<file path="src/rtl/vec_elem_seq_pkg.sv">
package vec_elem_seq_pkg;

    localparam int VES_MAXVL = 64;
    localparam int VES_REG_W = 7;

    typedef enum logic {
        SEQ_IDLE = 1'b0,
        SEQ_RUN  = 1'b1
    } seq_state_e;

    typedef struct packed {
        logic inv;
        logic dst_on;
        logic src_on;
    } pred_ctl_t;

    // Bit 0 gates the source, bit 1 the destination, bit 2 inverts.
    // The reserved value 100 enables neither mask, so it is unpredicated.
    function automatic pred_ctl_t decode_pred(input logic [2:0] sel);
        pred_ctl_t p;
        p.src_on = sel[0];
        p.dst_on = sel[1];
        p.inv    = sel[2];
        return p;
    endfunction

    function automatic logic [2:0] group_len(input logic [1:0] code);
        return {1'b0, code} + 3'd1;
    endfunction

endpackage

</file>
<file path="src/rtl/ves_next_pick.sv">
module ves_next_pick #(
    parameter int MAXVL = 64,
    parameter int IDX_W = 7
) (
    input  logic [MAXVL-1:0] mask_i,
    input  logic             on_i,
    input  logic             inv_i,
    input  logic [IDX_W-1:0] from_i,
    input  logic [IDX_W-1:0] limit_i,
    output logic             found_o,
    output logic [IDX_W-1:0] idx_o
);
    // Scan downward so the lowest qualifying index is the one that remains.
    always_comb begin
        found_o = 1'b0;
        idx_o   = '0;
        for (int i = MAXVL - 1; i >= 0; i--) begin
            if (IDX_W'(i) >= from_i && IDX_W'(i) < limit_i &&
                (!on_i || (mask_i[i] ^ inv_i))) begin
                found_o = 1'b1;
                idx_o   = IDX_W'(i);
            end
        end
    end
endmodule

</file>
<file path="src/rtl/ves_reg_map.sv">
module ves_reg_map #(
    parameter int IDX_W = 7,
    parameter int REG_W = 7
) (
    input  logic [REG_W-1:0] base_i,
    input  logic             is_vec_i,
    input  logic [IDX_W-1:0] grp_i,
    input  logic [2:0]       glen_i,
    input  logic [1:0]       elem_i,
    output logic [REG_W-1:0] reg_o
);
    localparam int OFF_W = IDX_W + 3;

    logic [OFF_W-1:0]       off;
    logic [OFF_W+REG_W-1:0] sum;

    always_comb begin
        off = is_vec_i ? ({3'b000, grp_i} * {{IDX_W{1'b0}}, glen_i}) : '0;
        off = off + {{(IDX_W + 1){1'b0}}, elem_i};
        sum = {{OFF_W{1'b0}}, base_i} + {{REG_W{1'b0}}, off};
        reg_o = sum[REG_W-1:0];
    end
endmodule

</file>
<file path="src/rtl/vec_elem_seq.sv">
module vec_elem_seq
    import vec_elem_seq_pkg::*;
#(
    parameter int MAXVL = VES_MAXVL,
    parameter int REG_W = VES_REG_W,
    localparam int IDX_W = $clog2(MAXVL + 1)
) (
    input  logic             clk,
    input  logic             rst,
    input  logic             start,
    input  logic [IDX_W-1:0] vl,
    input  logic [1:0]       svlen_code,
    input  logic [IDX_W-1:0] start_idx,
    input  logic             src_vec,
    input  logic             dst_vec,
    input  logic [REG_W-1:0] src_base,
    input  logic [REG_W-1:0] dst_base,
    input  logic [2:0]       pred_sel,
    input  logic [MAXVL-1:0] src_mask,
    input  logic [MAXVL-1:0] dst_mask,
    input  logic             trap,
    output logic             busy,
    output logic             issue,
    output logic [REG_W-1:0] src_reg,
    output logic [REG_W-1:0] dst_reg,
    output logic             done,
    output logic [IDX_W-1:0] resume_idx
);
    seq_state_e       state_q;
    logic [IDX_W-1:0] vl_q, s_idx_q, d_idx_q;
    logic [2:0]       glen_q;
    logic [1:0]       elem_q;
    logic             svec_q, dvec_q;
    logic [REG_W-1:0] sbase_q, dbase_q;
    pred_ctl_t        pc_q;
    logic [MAXVL-1:0] smask_q, dmask_q;

    logic             s_found, d_found, pair_ok, last_elem, cut_short;
    logic [IDX_W-1:0] s_pick, d_pick;
    logic [REG_W-1:0] s_reg_nx, d_reg_nx;

    ves_next_pick #(.MAXVL(MAXVL), .IDX_W(IDX_W)) i_pick_src (
        .mask_i(smask_q), .on_i(pc_q.src_on), .inv_i(pc_q.inv),
        .from_i(s_idx_q), .limit_i(vl_q), .found_o(s_found), .idx_o(s_pick)
    );

    ves_next_pick #(.MAXVL(MAXVL), .IDX_W(IDX_W)) i_pick_dst (
        .mask_i(dmask_q), .on_i(pc_q.dst_on), .inv_i(pc_q.inv),
        .from_i(d_idx_q), .limit_i(vl_q), .found_o(d_found), .idx_o(d_pick)
    );

    ves_reg_map #(.IDX_W(IDX_W), .REG_W(REG_W)) i_map_src (
        .base_i(sbase_q), .is_vec_i(svec_q), .grp_i(s_pick),
        .glen_i(glen_q), .elem_i(elem_q), .reg_o(s_reg_nx)
    );

    ves_reg_map #(.IDX_W(IDX_W), .REG_W(REG_W)) i_map_dst (
        .base_i(dbase_q), .is_vec_i(dvec_q), .grp_i(d_pick),
        .glen_i(glen_q), .elem_i(elem_q), .reg_o(d_reg_nx)
    );

    always_comb begin
        pair_ok   = s_found && d_found;
        last_elem = ({1'b0, elem_q} + 3'd1) == glen_q;
        cut_short = (pc_q.src_on && !svec_q) || (pc_q.dst_on && !dvec_q);
    end

    assign busy = (state_q == SEQ_RUN);

    always_ff @(posedge clk) begin
        if (rst) begin
            state_q    <= SEQ_IDLE;
            vl_q       <= '0;
            s_idx_q    <= '0;
            d_idx_q    <= '0;
            glen_q     <= 3'd1;
            elem_q     <= '0;
            svec_q     <= 1'b0;
            dvec_q     <= 1'b0;
            sbase_q    <= '0;
            dbase_q    <= '0;
            pc_q       <= '0;
            smask_q    <= '0;
            dmask_q    <= '0;
            issue      <= 1'b0;
            done       <= 1'b0;
            src_reg    <= '0;
            dst_reg    <= '0;
            resume_idx <= '0;
        end else begin
            issue <= 1'b0;
            done  <= 1'b0;
            if (state_q == SEQ_IDLE) begin
                if (start) begin
                    state_q <= SEQ_RUN;
                    vl_q    <= vl;
                    glen_q  <= group_len(svlen_code);
                    s_idx_q <= start_idx;
                    d_idx_q <= start_idx;
                    elem_q  <= '0;
                    svec_q  <= src_vec;
                    dvec_q  <= dst_vec;
                    sbase_q <= src_base;
                    dbase_q <= dst_base;
                    pc_q    <= decode_pred(pred_sel);
                    smask_q <= src_mask;
                    dmask_q <= dst_mask;
                end
            end else if (trap) begin
                state_q    <= SEQ_IDLE;
                resume_idx <= d_idx_q;
            end else if (pair_ok) begin
                issue   <= 1'b1;
                src_reg <= s_reg_nx;
                dst_reg <= d_reg_nx;
                if (last_elem) begin
                    elem_q  <= '0;
                    s_idx_q <= s_pick + IDX_W'(1);
                    // A predicated scalar ends the loop: park the destination
                    // index at VL so the next search comes up empty.
                    d_idx_q <= cut_short ? vl_q : d_pick + IDX_W'(1);
                end else begin
                    elem_q  <= elem_q + 2'd1;
                    s_idx_q <= s_pick;
                    d_idx_q <= d_pick;
                end
            end else begin
                state_q    <= SEQ_IDLE;
                done       <= 1'b1;
                resume_idx <= '0;
            end
        end
    end
endmodule

</file>
<file path="config.mk">
export PLATFORM = sky130hd
export DESIGN_NAME = vec_elem_seq
export DESIGN_NICKNAME = d
export VERILOG_FILES = /design/src/rtl/vec_elem_seq_pkg.sv /design/src/rtl/ves_next_pick.sv /design/src/rtl/ves_reg_map.sv /design/src/rtl/vec_elem_seq.sv
export SDC_FILE = /design/constraint.sdc
export NUM_CORES = 1
export LEC_CHECK = 0
export BUFFER_PORTS_ARGS = -buffer_cell sky130_fd_sc_hd__buf_2
export CAP_MARGIN = 0
export CORE_UTILIZATION = 55
export CTS_CLUSTER_SIZE = 14
export DETAILED_ROUTE_END_ITERATION = 7
export HOLD_SLACK_MARGIN = 0.08
export PLACE_DENSITY_LB_ADDON = 0.3
export SLEW_MARGIN = 20
export SYNTH_ARGS = -nofsm -noshare
export SYNTH_HDL_FRONTEND = slang
export SYNTH_SLANG_ARGS = --single-unit
</file>
<file path="constraint.sdc">
create_clock -name clk -period 10.8 [get_ports clk]
set_input_delay 0 -clock clk [delete_from_list [all_inputs] [get_ports clk]]
set_output_delay 0 -clock clk [all_outputs]
set_load 0.005 [all_outputs]
</file>
==> run_results.csv <==
group,metric,value,unit
critical_path,startpoint_type,"flop",
sta,fin_crit,7.35,ns
finish,area_growth,21.4,%
global_routing,grt_pass1_vias,16900,
critical_path,cp-endpoint,"src_reg[6]",
critical_path,crit_path_start,"pc_q[2]",
drt,routed_wirelength,68.8,mm
logic_synthesis,synthesis.nets,2290,
drt,drtPass1Iterations,6,
global_routing,gr-total-overflow,0,
place,numPortBuffers,190,
power_and_ir_drop,p_leak,7.48,nW
logic_synthesis,syn_inst,2075,
critical_path,critPathMaxFanout,57,
critical_path,reg2reg_setup_slack,3.45,ns
sta,fmax,0.136,GHz
finish,final_area,18300,µm²
drt,vias,18200,
global_routing,grt_max_degree,102,
finish,fin_nets,2533,
cts,cts.sinks,197,
floorplanning,die_width,168,µm
logic_synthesis,ys_warn_count,0,
power_and_ir_drop,vdd_ir_drop_max,92.6,µV
logic_synthesis,synthesis.area,15100,µm²
cts,htree_levels,4,
run_status,status,"finished clean",
critical_path,cp_data_required_time,11.14,ns
sta,period_share,68.1,%
floorplanning,num_io_pins,191,
global_routing,antenna_found_initial,1,
drt,route.detailed.drc,0,
sta,final_hold_viol_count,0,
finish,drive_above_1_share,12.6,%
sta,worst_pin_slew,1.05,ns
logic_synthesis,async_flop_share,0,%
cts,postCtsSetupRepairBufs,0,
sta,whs,0.115,ns
critical_path,cp_data_arrival_time,7.70,ns
global_routing,track_usage,48.1,%
place,dpl.hpwl,47.5,mm
cts,clk_latency,0.46,ns
sta,tns,0,ns
critical_path,critPathKind,"reg -> reg",
sta,maxSlewViolCount,0,
critical_path,reg2reg_from,"pc_q[2]",
drt,drtIter0Drc,2977,
floorplanning,rows,60,
drt,wl_per_cell,25.7,µm
logic_synthesis,ys.flop_type,"dfxtp_1",
critical_path,r2r_cells,23,
drt,routed_via_density,6.80,
floorplanning,start_util,56.0,%
finish,top_regs,"dmask_q: 64 flops, smask_q: 64 flops",
cts,cts_buffers,17,
cts,cts_max_path_buffers,2,
global_routing,grt_pass1_wl,103,mm
critical_path,rr_endpoint,"src_reg[6]",
logic_synthesis,synthDistinctLibCells,101,
sta,fin_skew,0.0212,ns
cts,path_clk_slew,0.08,ns
floorplanning,fp.coreArea,27000,µm²
drt,antenna_left,0,
flow_run,drv_cap,0,
power_and_ir_drop,p_total,0.00253,W
logic_synthesis,ys_seq_elements,197,
logic_synthesis,yosysSeqAreaShare,26.1,%
power_and_ir_drop,power.density,138,nW/µm²
logic_synthesis,syn_area_per_cell,7.27,µm²
place,place_congestion,1.08,
floorplanning,dieArea,28100,µm²
logic_synthesis,synth-edff-count,0,
critical_path,end_kind,"flop",
finish,n_fill_cell,2186,
sta,rsz0062_at_grt,"false",
place,dpl_cell_area,15900,µm²
floorplanning,die_h,168,µm
sta,final-setup-viol-count,0,
cts,cts_root_buffer,"clkbuf_16",
sta,relSlewSlack,29.7,%
min_path,worst_hold_path_type,"in -> reg",
cts,cts_tree,"done",
power breakdown:
group	internal [W]	total, W	switching (W)
Clock	0.000324	0.000691	0.000367
Combinational	0.000367	0.00100	0.000634
Sequential	0.000770	0.000837	0.0000671
Total	0.00146	0.00253	0.00107
area by class of cell:
| class | instances | area (µm²) | share of cell area (%) |
|---|---|---|---|
| well taps | 341 | 427 | 2.33 |
| diodes | 2 | 5.00 | 0.0273 |
| clock buffers | 18 | 439 | 2.40 |
| repair buffers | 393 | 2920 | 16.0 |
| multi-input cells | 1661 | 10200 | 55.7 |
| clock inverters | 14 | 185 | 1.01 |
| flip-flops and latches | 197 | 3950 | 21.6 |
| inverters | 48 | 180 | 0.984 |
cells in the final DEF (no fill, tap or decap), types with 32 or more instances in the layout:
cell and instances:
nand3_1 53, o21ai_0 57, a21oi_1 234, nand2_1 456, buf_2 189, dfxtp_1 194, nor2_1 106, dlygate4sd3_1 177
xor2_1 38, xnor2_1 114, inv_1 47, ha_1 32, a211oi_1 37
per-layer routing:
metal | GRT usage [%] | share of wire (%)
met1 | 66.6 | 41
met2 | 70.9 | 41
met3 | 13.7 | 14
met4 | 17.0 | 4.1
met5 | 0 | 0
worst max-delay path, stage by stage (launching register included):
cell and delay, ns:
dfxtp_4 0.91, buf_4 0.84, xor2_1 0.45, o21ai_0 0.20
o22ai_1 0.27, a21oi_1 0.20, a2111oi_0 0.48, a211oi_1 0.13
a21oi_1 0.58, nand2_1 0.14, fa_1 0.50, inv_1 0.04
ha_1 0.20, inv_1 0.07, fa_1 0.42, nor2_1 0.11
ha_1 0.24, ha_1 0.34, a21oi_1 0.23, o21bai_1 0.09
a21oi_1 0.20, xnor2_1 0.17, nand2_1 0.07, o311ai_0 0.29
through the flow:
| step | instances | util [%] | setup WS, ns |
|---|---|---|---|
| global placement | 2463 | 59.1 | 3.93 |
| global route | 2673 | 68.0 | 3.07 |
| finish | 2674 | 68.0 | 3.45 |
| detailed placement | 2463 | 59.1 | 3.65 |
| CTS | 2672 | 67.9 | 3.66 |
| floorplan | 2075 | - | 5.41 |
logic make-up (layout without fill, tap and decap cells):
| kind of cell | after synthesis | count (layout) | share of synthesized area, % |
|---|---|---|---|
| simple gates | 808 | 808 | 24.6 |
| compound gates | 644 | 644 | 28.5 |
| buf+inv | 217 | 473 | 6.43 |
| fa+ha+maj | 48 | 48 | 4.77 |
| flops | 197 | 197 | 26.1 |
| other cells | 0 | 2 | 0 |
| xor+xnor | 153 | 153 | 8.97 |
| mux | 8 | 8 | 0.547 |
cells in the mapped netlist, types with 27 or more instances:
cell type	instances	area, µm²
nand2_1	457	1720
a21oi_1	234	1170
dfxtp_1	197	3940
xnor2_1	114	998
nor2_1	106	398
clkbuf_1	100	375
o21ai_0	57	285
nand3_1	53	265
inv_1	47	176
xor2_1	38	333
a211oi_1	37	278
buf_2	35	175
ha_1	32	400
o211ai_1	31	233
and2_1	27	169
how the worst min path moves through the flow:
stage,startpoint,endpoint,slack (ns),cells after the start
5_1_grt,trap,done,0.14,3
4_1_cts,trap,done,0.10,3
6_report,trap,done,0.11,3
2_1_floorplan,svlen_code[0],glen_q[0],0.13,1
3_5_place_dp,src_mask[23],smask_q[23],0.25,3
3_3_place_gp,dst_vec,dvec_q,0.24,3
repair_timing:
item | CTS | global route
endpoints found under the hold margin | 180 | 0
gates resized for setup | 0 | 0
hold buffers | 177 | 0
(Power assumes the default switching activity.)
